===== config.mk =====
export PLATFORM = sky130hd
export DESIGN_NAME = lane_sat_alu
export DESIGN_NICKNAME = d
export VERILOG_FILES = /design/src/rtl/lane_alu_pkg.sv /design/src/rtl/lane_rst_sync.sv /design/src/rtl/lane_sat_clamp.sv /design/src/rtl/lane_core.sv /design/src/rtl/lane_out_stage.sv /design/src/rtl/lane_sat_alu.sv
export SDC_FILE = /design/constraint.sdc
export NUM_CORES = 1
export LEC_CHECK = 0
export ABC_AREA = 1
export BUFFER_PORTS_ARGS = -buffer_cell sky130_fd_sc_hd__clkbuf_2
export CAP_MARGIN = 20
export CORE_AREA = 2 2 190 192
export DETAILED_ROUTE_END_ITERATION = 12
export DIE_AREA = 0 0 192 194
export PLACE_DENSITY = 0.83
export SLEW_MARGIN = 20
export SYNTH_ARGS = -nofsm -noshare
export SYNTH_HDL_FRONTEND = slang
export SYNTH_HIERARCHICAL = 1
export SYNTH_SLANG_ARGS = --single-unit

===== constraint.sdc =====
create_clock -name clk -period 5.73 [get_ports clk]
set_input_delay 0.573 -clock clk [delete_from_list [all_inputs] [get_ports clk]]
set_output_delay 0.573 -clock clk [all_outputs]
set_load 0.1 [all_outputs]

===== src/rtl/lane_alu_pkg.sv =====
package lane_alu_pkg;

  typedef enum logic [2:0] {
    OP_SADD   = 3'd0,
    OP_UADD   = 3'd1,
    OP_AVG    = 3'd2,
    OP_SSUB   = 3'd3,
    OP_USUB   = 3'd4,
    OP_SHLADD = 3'd5,
    OP_SHRADD = 3'd6,
    OP_NONE   = 3'd7
  } alu_op_e;

endpackage


===== src/rtl/lane_rst_sync.sv =====
module lane_rst_sync (
  input  logic clk,
  input  logic rst_n,
  output logic rst_sync_n
);

  logic meta_q;
  logic sync_q;

  always_ff @(posedge clk or negedge rst_n) begin
    if (!rst_n) begin
      meta_q <= 1'b0;
      sync_q <= 1'b0;
    end else begin
      meta_q <= 1'b1;
      sync_q <= meta_q;
    end
  end

  assign rst_sync_n = sync_q;

endmodule


===== src/rtl/lane_sat_clamp.sv =====
module lane_sat_clamp #(
  parameter int LANE_W = 16,
  parameter int EXT_W  = 20
) (
  input  logic signed [EXT_W-1:0]  val,
  input  logic                     uns,
  output logic        [LANE_W-1:0] sat
);

  localparam logic signed [EXT_W-1:0] S_MAX = EXT_W'((64'd1 << (LANE_W-1)) - 64'd1);
  localparam logic signed [EXT_W-1:0] S_MIN = ~S_MAX;
  localparam logic signed [EXT_W-1:0] U_MAX = EXT_W'((64'd1 << LANE_W) - 64'd1);
  localparam logic signed [EXT_W-1:0] U_MIN = '0;

  logic [LANE_W-1:0] s_res;
  logic [LANE_W-1:0] u_res;

  always_comb begin
    if (val > S_MAX) begin
      s_res = S_MAX[LANE_W-1:0];
    end else if (val < S_MIN) begin
      s_res = S_MIN[LANE_W-1:0];
    end else begin
      s_res = val[LANE_W-1:0];
    end

    if (val > U_MAX) begin
      u_res = U_MAX[LANE_W-1:0];
    end else if (val < U_MIN) begin
      u_res = U_MIN[LANE_W-1:0];
    end else begin
      u_res = val[LANE_W-1:0];
    end

    sat = uns ? u_res : s_res;
  end

endmodule


===== src/rtl/lane_core.sv =====
module lane_core
  import lane_alu_pkg::*;
#(
  parameter int LANE_W = 16,
  parameter int SH_W   = 2,
  parameter int EXT_W  = 20
) (
  input  alu_op_e            op,
  input  logic [SH_W-1:0]    sh,
  input  logic [LANE_W-1:0]  a,
  input  logic [LANE_W-1:0]  b,
  output logic [LANE_W-1:0]  res
);

  localparam int PAD_W = EXT_W - LANE_W;

  logic signed [EXT_W-1:0] a_s;
  logic signed [EXT_W-1:0] a_u;
  logic signed [EXT_W-1:0] b_s;
  logic signed [EXT_W-1:0] b_u;
  logic signed [EXT_W-1:0] wide;
  logic                    uns_clamp;
  logic        [LANE_W:0]  avg_sum;
  logic        [LANE_W-1:0] avg_res;
  logic        [LANE_W-1:0] clamped;

  always_comb begin
    a_s = {{PAD_W{a[LANE_W-1]}}, a};
    a_u = {{PAD_W{1'b0}}, a};
    b_s = {{PAD_W{b[LANE_W-1]}}, b};
    b_u = {{PAD_W{1'b0}}, b};

    avg_sum = {1'b0, a} + {1'b0, b};
    avg_res = avg_sum[LANE_W:1] | {{(LANE_W-1){1'b0}}, avg_sum[0]};

    wide      = '0;
    uns_clamp = 1'b0;
    case (op)
      OP_SADD:   wide = a_s + b_s;
      OP_UADD: begin
        wide      = a_u + b_s;
        uns_clamp = 1'b1;
      end
      OP_SSUB:   wide = a_s - b_s;
      OP_USUB: begin
        wide      = a_u - b_s;
        uns_clamp = 1'b1;
      end
      OP_SHLADD: wide = (a_s <<< sh) + b_s;
      OP_SHRADD: wide = (a_s >>> sh) + b_s;
      default:   wide = b_u - b_u;
    endcase
  end

  lane_sat_clamp #(
    .LANE_W (LANE_W),
    .EXT_W  (EXT_W)
  ) u_clamp (
    .val (wide),
    .uns (uns_clamp),
    .sat (clamped)
  );

  always_comb begin
    case (op)
      OP_AVG:  res = avg_res;
      OP_NONE: res = '0;
      default: res = clamped;
    endcase
  end

endmodule


===== src/rtl/lane_out_stage.sv =====
module lane_out_stage #(
  parameter int DATA_W  = 64,
  parameter bit OUT_REG = 1'b1
) (
  input  logic              clk,
  input  logic              rst_n,
  input  logic              in_valid,
  input  logic [DATA_W-1:0] res_in,
  output logic              out_valid,
  output logic [DATA_W-1:0] out_data
);

  if (OUT_REG) begin : g_reg
    logic              vld_d;
    logic              vld_q;
    logic [DATA_W-1:0] data_d;
    logic [DATA_W-1:0] data_q;
    logic              data_en;

    always_comb begin
      data_en = in_valid;
      vld_d   = in_valid;
      data_d  = data_en ? res_in : data_q;
    end

    always_ff @(posedge clk or negedge rst_n) begin
      if (!rst_n) begin
        vld_q  <= 1'b0;
        data_q <= '0;
      end else begin
        vld_q  <= vld_d;
        data_q <= data_d;
      end
    end

    assign out_valid = vld_q;
    assign out_data  = data_q;
  end else begin : g_comb
    assign out_valid = in_valid;
    assign out_data  = res_in;
  end

endmodule


===== src/rtl/lane_sat_alu.sv =====
module lane_sat_alu
  import lane_alu_pkg::*;
#(
  parameter int LANE_W  = 16,
  parameter int LANES   = 4,
  parameter int SH_W    = 2,
  parameter int OP_W    = 3,
  parameter bit OUT_REG = 1'b1,
  localparam int DATA_W = LANE_W * LANES
) (
  input  logic              clk,
  input  logic              rst_n,
  input  logic              in_valid,
  input  logic [OP_W-1:0]   op_sel,
  input  logic [SH_W-1:0]   shamt,
  input  logic [DATA_W-1:0] src_a,
  input  logic [DATA_W-1:0] src_b,
  output logic              out_valid,
  output logic [DATA_W-1:0] out_data
);

  localparam int EXT_W = LANE_W + (1 << SH_W);

  alu_op_e           op_e;
  logic              rst_int_n;
  logic [DATA_W-1:0] packed_res;

  assign op_e = alu_op_e'(op_sel);

  lane_rst_sync u_rst_sync (
    .clk        (clk),
    .rst_n      (rst_n),
    .rst_sync_n (rst_int_n)
  );

  for (genvar k = 0; k < LANES; k++) begin : g_lane
    lane_core #(
      .LANE_W (LANE_W),
      .SH_W   (SH_W),
      .EXT_W  (EXT_W)
    ) u_lane (
      .op  (op_e),
      .sh  (shamt),
      .a   (src_a[k*LANE_W +: LANE_W]),
      .b   (src_b[k*LANE_W +: LANE_W]),
      .res (packed_res[k*LANE_W +: LANE_W])
    );
  end

  lane_out_stage #(
    .DATA_W  (DATA_W),
    .OUT_REG (OUT_REG)
  ) u_out (
    .clk       (clk),
    .rst_n     (rst_int_n),
    .in_valid  (in_valid),
    .res_in    (packed_res),
    .out_valid (out_valid),
    .out_data  (out_data)
  );

endmodule


==> run_summary.xml <==
<?xml version="1.0" encoding="UTF-8"?>
<metrics>
  <group name="run_status">
    <metric name="outcome" unit="">complete, no violations</metric>
  </group>
  <group name="drt">
    <metric name="detail_route.wl_per_cell" unit="um">15.7</metric>
    <metric name="firstDrtPassIters" unit="">8</metric>
    <metric name="drt-vias-per-instance" unit="">5.78</metric>
    <metric name="route.vias.total" unit="">26700</metric>
    <metric name="ant_nets" unit="">0</metric>
    <metric name="drt_first_iter_violations" unit="">2633</metric>
    <metric name="post-route-drc-count" unit="">0</metric>
    <metric name="wirelength" unit="mm">72.3</metric>
  </group>
  <group name="clock_tree">
    <metric name="numCtsBuffers" unit="">9</metric>
    <metric name="tritoncts" unit="">yes</metric>
    <metric name="number_of_clock_sinks_seen_by_cts" unit="">67</metric>
    <metric name="post-cts-setup-buffer-count" unit="">0</metric>
    <metric name="clk_path_buf_depth" unit="">2</metric>
    <metric name="clock-root-buffer" unit="">sky130_fd_sc_hd__clkbuf_16</metric>
    <metric name="clkSlewWorstSetupHoldPaths" unit="ns">0.06</metric>
    <metric name="ctsHtreeMaxLevel" unit="">3</metric>
    <metric name="clk-insertion-delay-late" unit="ns">0.35</metric>
  </group>
  <group name="logic_synthesis">
    <metric name="synth-seq-cells" unit="">67</metric>
    <metric name="synth-main-ff-cell" unit="">sky130_fd_sc_hd__dfrtp_1</metric>
    <metric name="synth_cell_type_count" unit="">55</metric>
    <metric name="synthCells" unit="">4040</metric>
    <metric name="yosys_warnings" unit="">6</metric>
    <metric name="seq_area_frac_synth" unit="%">7.63</metric>
    <metric name="synth_async_sr_flop_share" unit="%">100</metric>
    <metric name="number_of_synthesized_flops_with_an_enable_pin" unit="">0</metric>
    <metric name="postSynthAreaPerCell" unit="um^2">5.44</metric>
    <metric name="yosys.area.top_type" unit="">sky130_fd_sc_hd__nand2_1</metric>
    <metric name="netlist_top_cells_area" unit="">sky130_fd_sc_hd__nand2_1 26%, sky130_fd_sc_hd__ha_1 12%, sky130_fd_sc_hd__inv_1 8.0%</metric>
    <metric name="synth.top_cells.by_count" unit="">1514 x sky130_fd_sc_hd__nand2_1, 467 x sky130_fd_sc_hd__inv_1, 312 x sky130_fd_sc_hd__nand3_1</metric>
    <metric name="post-synth-top-area-fraction" unit="%">25.8</metric>
    <metric name="syn_area" unit="mm^2">0.0220</metric>
    <metric name="synth_nets" unit="">4396</metric>
    <metric name="yosys.cell_count.top_type" unit="">sky130_fd_sc_hd__nand2_1</metric>
  </group>
  <group name="setup_path">
    <metric name="r2r_cells" unit="">0</metric>
    <metric name="timing.critical_path.mode_cell" unit="">sky130_fd_sc_hd__nand2_1</metric>
    <metric name="critical_path.cell_chain" unit="">clkbuf_2, inv_2, nor2_4, inv_1, nand2_1, o221ai_1, ha_1, a21oi_1, nor2_1, nor2_1, nand2_1, nand2_1, nand3_1, nor2_1, nor2_1, nor2_1, nand2_1, nor2_1, nand2_1, o21ai_0, nand2_1, a22o_1, nand2_1, nand2_1</metric>
    <metric name="crit-reg2reg-launch" unit="">u_rst_sync/rst_sync_n$_DFF_PN0_</metric>
    <metric name="critPathCaptureType" unit="">register</metric>
    <metric name="critical_path.top_delay_family" unit="">simple AND/OR/NAND/NOR gates</metric>
    <metric name="required" unit="ns">5.94</metric>
    <metric name="setup.reg_to_reg.worst_slack" unit="ns">4.68</metric>
    <metric name="crit_path_max_incr_delay" unit="ns">0.40</metric>
    <metric name="critical_path_peak_fanout" unit="">20</metric>
    <metric name="critical-path-slowest-cell" unit="">sky130_fd_sc_hd__clkbuf_2</metric>
    <metric name="r2r-end" unit="">u_out/out_data[57]$_DFFE_PN0P_</metric>
    <metric name="worstSetupStartpointType" unit="">input port</metric>
    <metric name="criticalPathCategory" unit="">in2reg</metric>
    <metric name="arrival" unit="ns">4.87</metric>
    <metric name="critPathBufInv" unit="">3</metric>
  </group>
  <group name="run">
    <metric name="max_cap_violations" unit="">0</metric>
  </group>
  <group name="sta">
    <metric name="report.final.hold_viol_count" unit="">0</metric>
    <metric name="final_setup_tns" unit="ns">0</metric>
    <metric name="finalCritPeriodShare" unit="%">81.3</metric>
    <metric name="slew_violations" unit="">0</metric>
    <metric name="clock-skew-final" unit="ns">0.00831</metric>
    <metric name="min_period" unit="ns">4.66</metric>
    <metric name="finalWorstSetupSlack" unit="ns">1.07</metric>
    <metric name="grt_setup_unrepaired" unit="">no</metric>
    <metric name="final-setup-viol-count" unit="">0</metric>
    <metric name="worst_slew_margin" unit="%">35.9</metric>
    <metric name="whs" unit="ns">0.354</metric>
    <metric name="timing.fmax" unit="MHz">215</metric>
    <metric name="worst_pin_slew" unit="ns">0.957</metric>
  </group>
  <group name="worst_hold_path">
    <metric name="min-delay-start" unit="">u_rst_sync/meta_q$_DFF_PN0_</metric>
    <metric name="hp-class" unit="">reg2reg</metric>
    <metric name="hold_path_end" unit="">u_rst_sync/rst_sync_n$_DFF_PN0_</metric>
    <metric name="worstHoldPathCells" unit="">0</metric>
  </group>
  <group name="final_layout">
    <metric name="share_of_final_layout_standard_cells_stronger_than_drive_strength_1" unit="%">11.1</metric>
    <metric name="layout.cells.non_filler" unit="">4618</metric>
    <metric name="final_core_utilization" unit="%">66.1</metric>
    <metric name="diodes" unit="">0</metric>
    <metric name="fin_nets" unit="">4508</metric>
    <metric name="synthToLayoutAreaGrowth" unit="%">5.93</metric>
  </group>
  <group name="die">
    <metric name="floorplan.io_pins" unit="">201</metric>
    <metric name="initial_core_utilization" unit="%">62.4</metric>
    <metric name="die_width" unit="um">192</metric>
    <metric name="row_count" unit="">69</metric>
    <metric name="die_height" unit="um">194</metric>
    <metric name="core_area" unit="mm^2">0.0352</metric>
    <metric name="dieArea" unit="mm^2">0.0372</metric>
  </group>
  <group name="global_routing">
    <metric name="global_route_wire_length_before_repair" unit="mm">115</metric>
    <metric name="grt_start_max_net_pins" unit="">67</metric>
    <metric name="first_global_vias" unit="">22800</metric>
    <metric name="antenna_violations_before_repair" unit="">0</metric>
    <metric name="track_usage" unit="%">37.6</metric>
    <metric name="grt.overflow.total" unit="">0</metric>
  </group>
  <group name="place">
    <metric name="detailedPlace.worstSlack" unit="ns">0.881</metric>
    <metric name="dpl.hpwl" unit="mm">59.9</metric>
    <metric name="place_inst" unit="">4601</metric>
    <metric name="place_congestion" unit="">1.01</metric>
    <metric name="numPortBuffers" unit="">200</metric>
  </group>
  <group name="power">
    <metric name="p_leak" unit="uW">0.0134</metric>
    <metric name="vdd_ir_drop_max" unit="uV">510</metric>
    <metric name="powerDensity" unit="mW/mm^2">211</metric>
  </group>
</metrics>
[per-stage QoR]
step | power [uW] | cell area (um^2)
2_1_floorplan | 3480 | 22000
3_3_place_gp | 4200 | 22900
3_5_place_dp | 4220 | 22900
4_1_cts | 4860 | 23300
5_1_grt | 5300 | 23300
6_report | 4920 | 23300
[sequential cells by signal, indices dropped and copies added (netlist names)]
name and count:
u_out/out_data 64, u_out/out_valid 1, u_rst_sync/meta_q 1, u_rst_sync/rst_sync_n 1
[what timing repair did]
| action | CTS | global route |
|---|---|---|
| endpoints found under the hold margin | 2 | 0 |
| resized for setup | 0 | 0 |
| hold buffers | 1 | 0 |
[cell usage in the layout (no fill, tap or decap), drive strengths merged, types with 2 or more instances in the layout]
cell,Yosys,final
fa,12,12
o21bai,18,18
a21boi,18,18
a32o,7,7
xnor2,8,8
a31oi,4,4
clkinv,9,12
a31o,3,3
clkbuf,32,210
o211ai,38,38
or2,16,16
dfrtp,67,67
nand3b,20,20
a21oi,313,313
a21o,15,15
nor2,344,344
inv,526,525
buf,86,18
nand2,1558,1558
nand4,19,19
clkinvlp,0,2
o21ai,221,221
ha,208,208
a22oi,4,4
bufinv,0,2
o21a,4,4
nor4,4,4
nor3,29,29
a22o,18,18
o221ai,64,64
xor2,40,40
nand3,332,332
[metal layers]
layer,GRT usage [%],part of all wire (%),wire length (um)
met1,53.5,44,31500
met2,60.7,44,32200
met3,3.64,9.0,6530
met4,9.53,2.9,2060
met5,0,0,0
[cells by family after synthesis]
logic type / count (synthesis) / synth area share, %
and+or+nand+nor: 2324 / 44.4
AOI/OAI and AO/OA: 727 / 20.5
buffers and inverters: 653 / 12.6
DFF: 67 / 7.63
xor gates and xnor gates: 48 / 1.91
adders and majority gates: 220 / 12.9
other: 1 / 0.0171
[power by group]
part,switching [uW],internal (uW)
clock network,227,393
registers,105,577
logic,2650,969
total,2980,1940
[worst max-delay path by stage]
stage	start	to	cells after the start
final	op_sel[2]	u_out/out_data[55]$_DFFE_PN0P_	24
after global routing	shamt[0]	u_out/out_data[54]$_DFFE_PN0P_	24
after CTS	op_sel[2]	u_out/out_data[55]$_DFFE_PN0P_	24
after detailed placement	op_sel[2]	u_out/out_data[54]$_DFFE_PN0P_	24
after global placement	op_sel[2]	u_out/out_data[55]$_DFFE_PN0P_	23
after floorplan	shamt[0]	u_out/out_data[53]$_DFFE_PN0P_	27
[layout make-up]
cell class | instances | area (um^2)
tap | 461 | 577
fill | 3675 | 11900
sequential | 67 | 1680
clock inverter | 6 | 88.8
multi-input combinational | 3320 | 17500
timing repair buffer | 219 | 1160
inverter | 535 | 2020
clock buffer | 10 | 239
No activity file was read; power rests on OpenSTA's default activity.
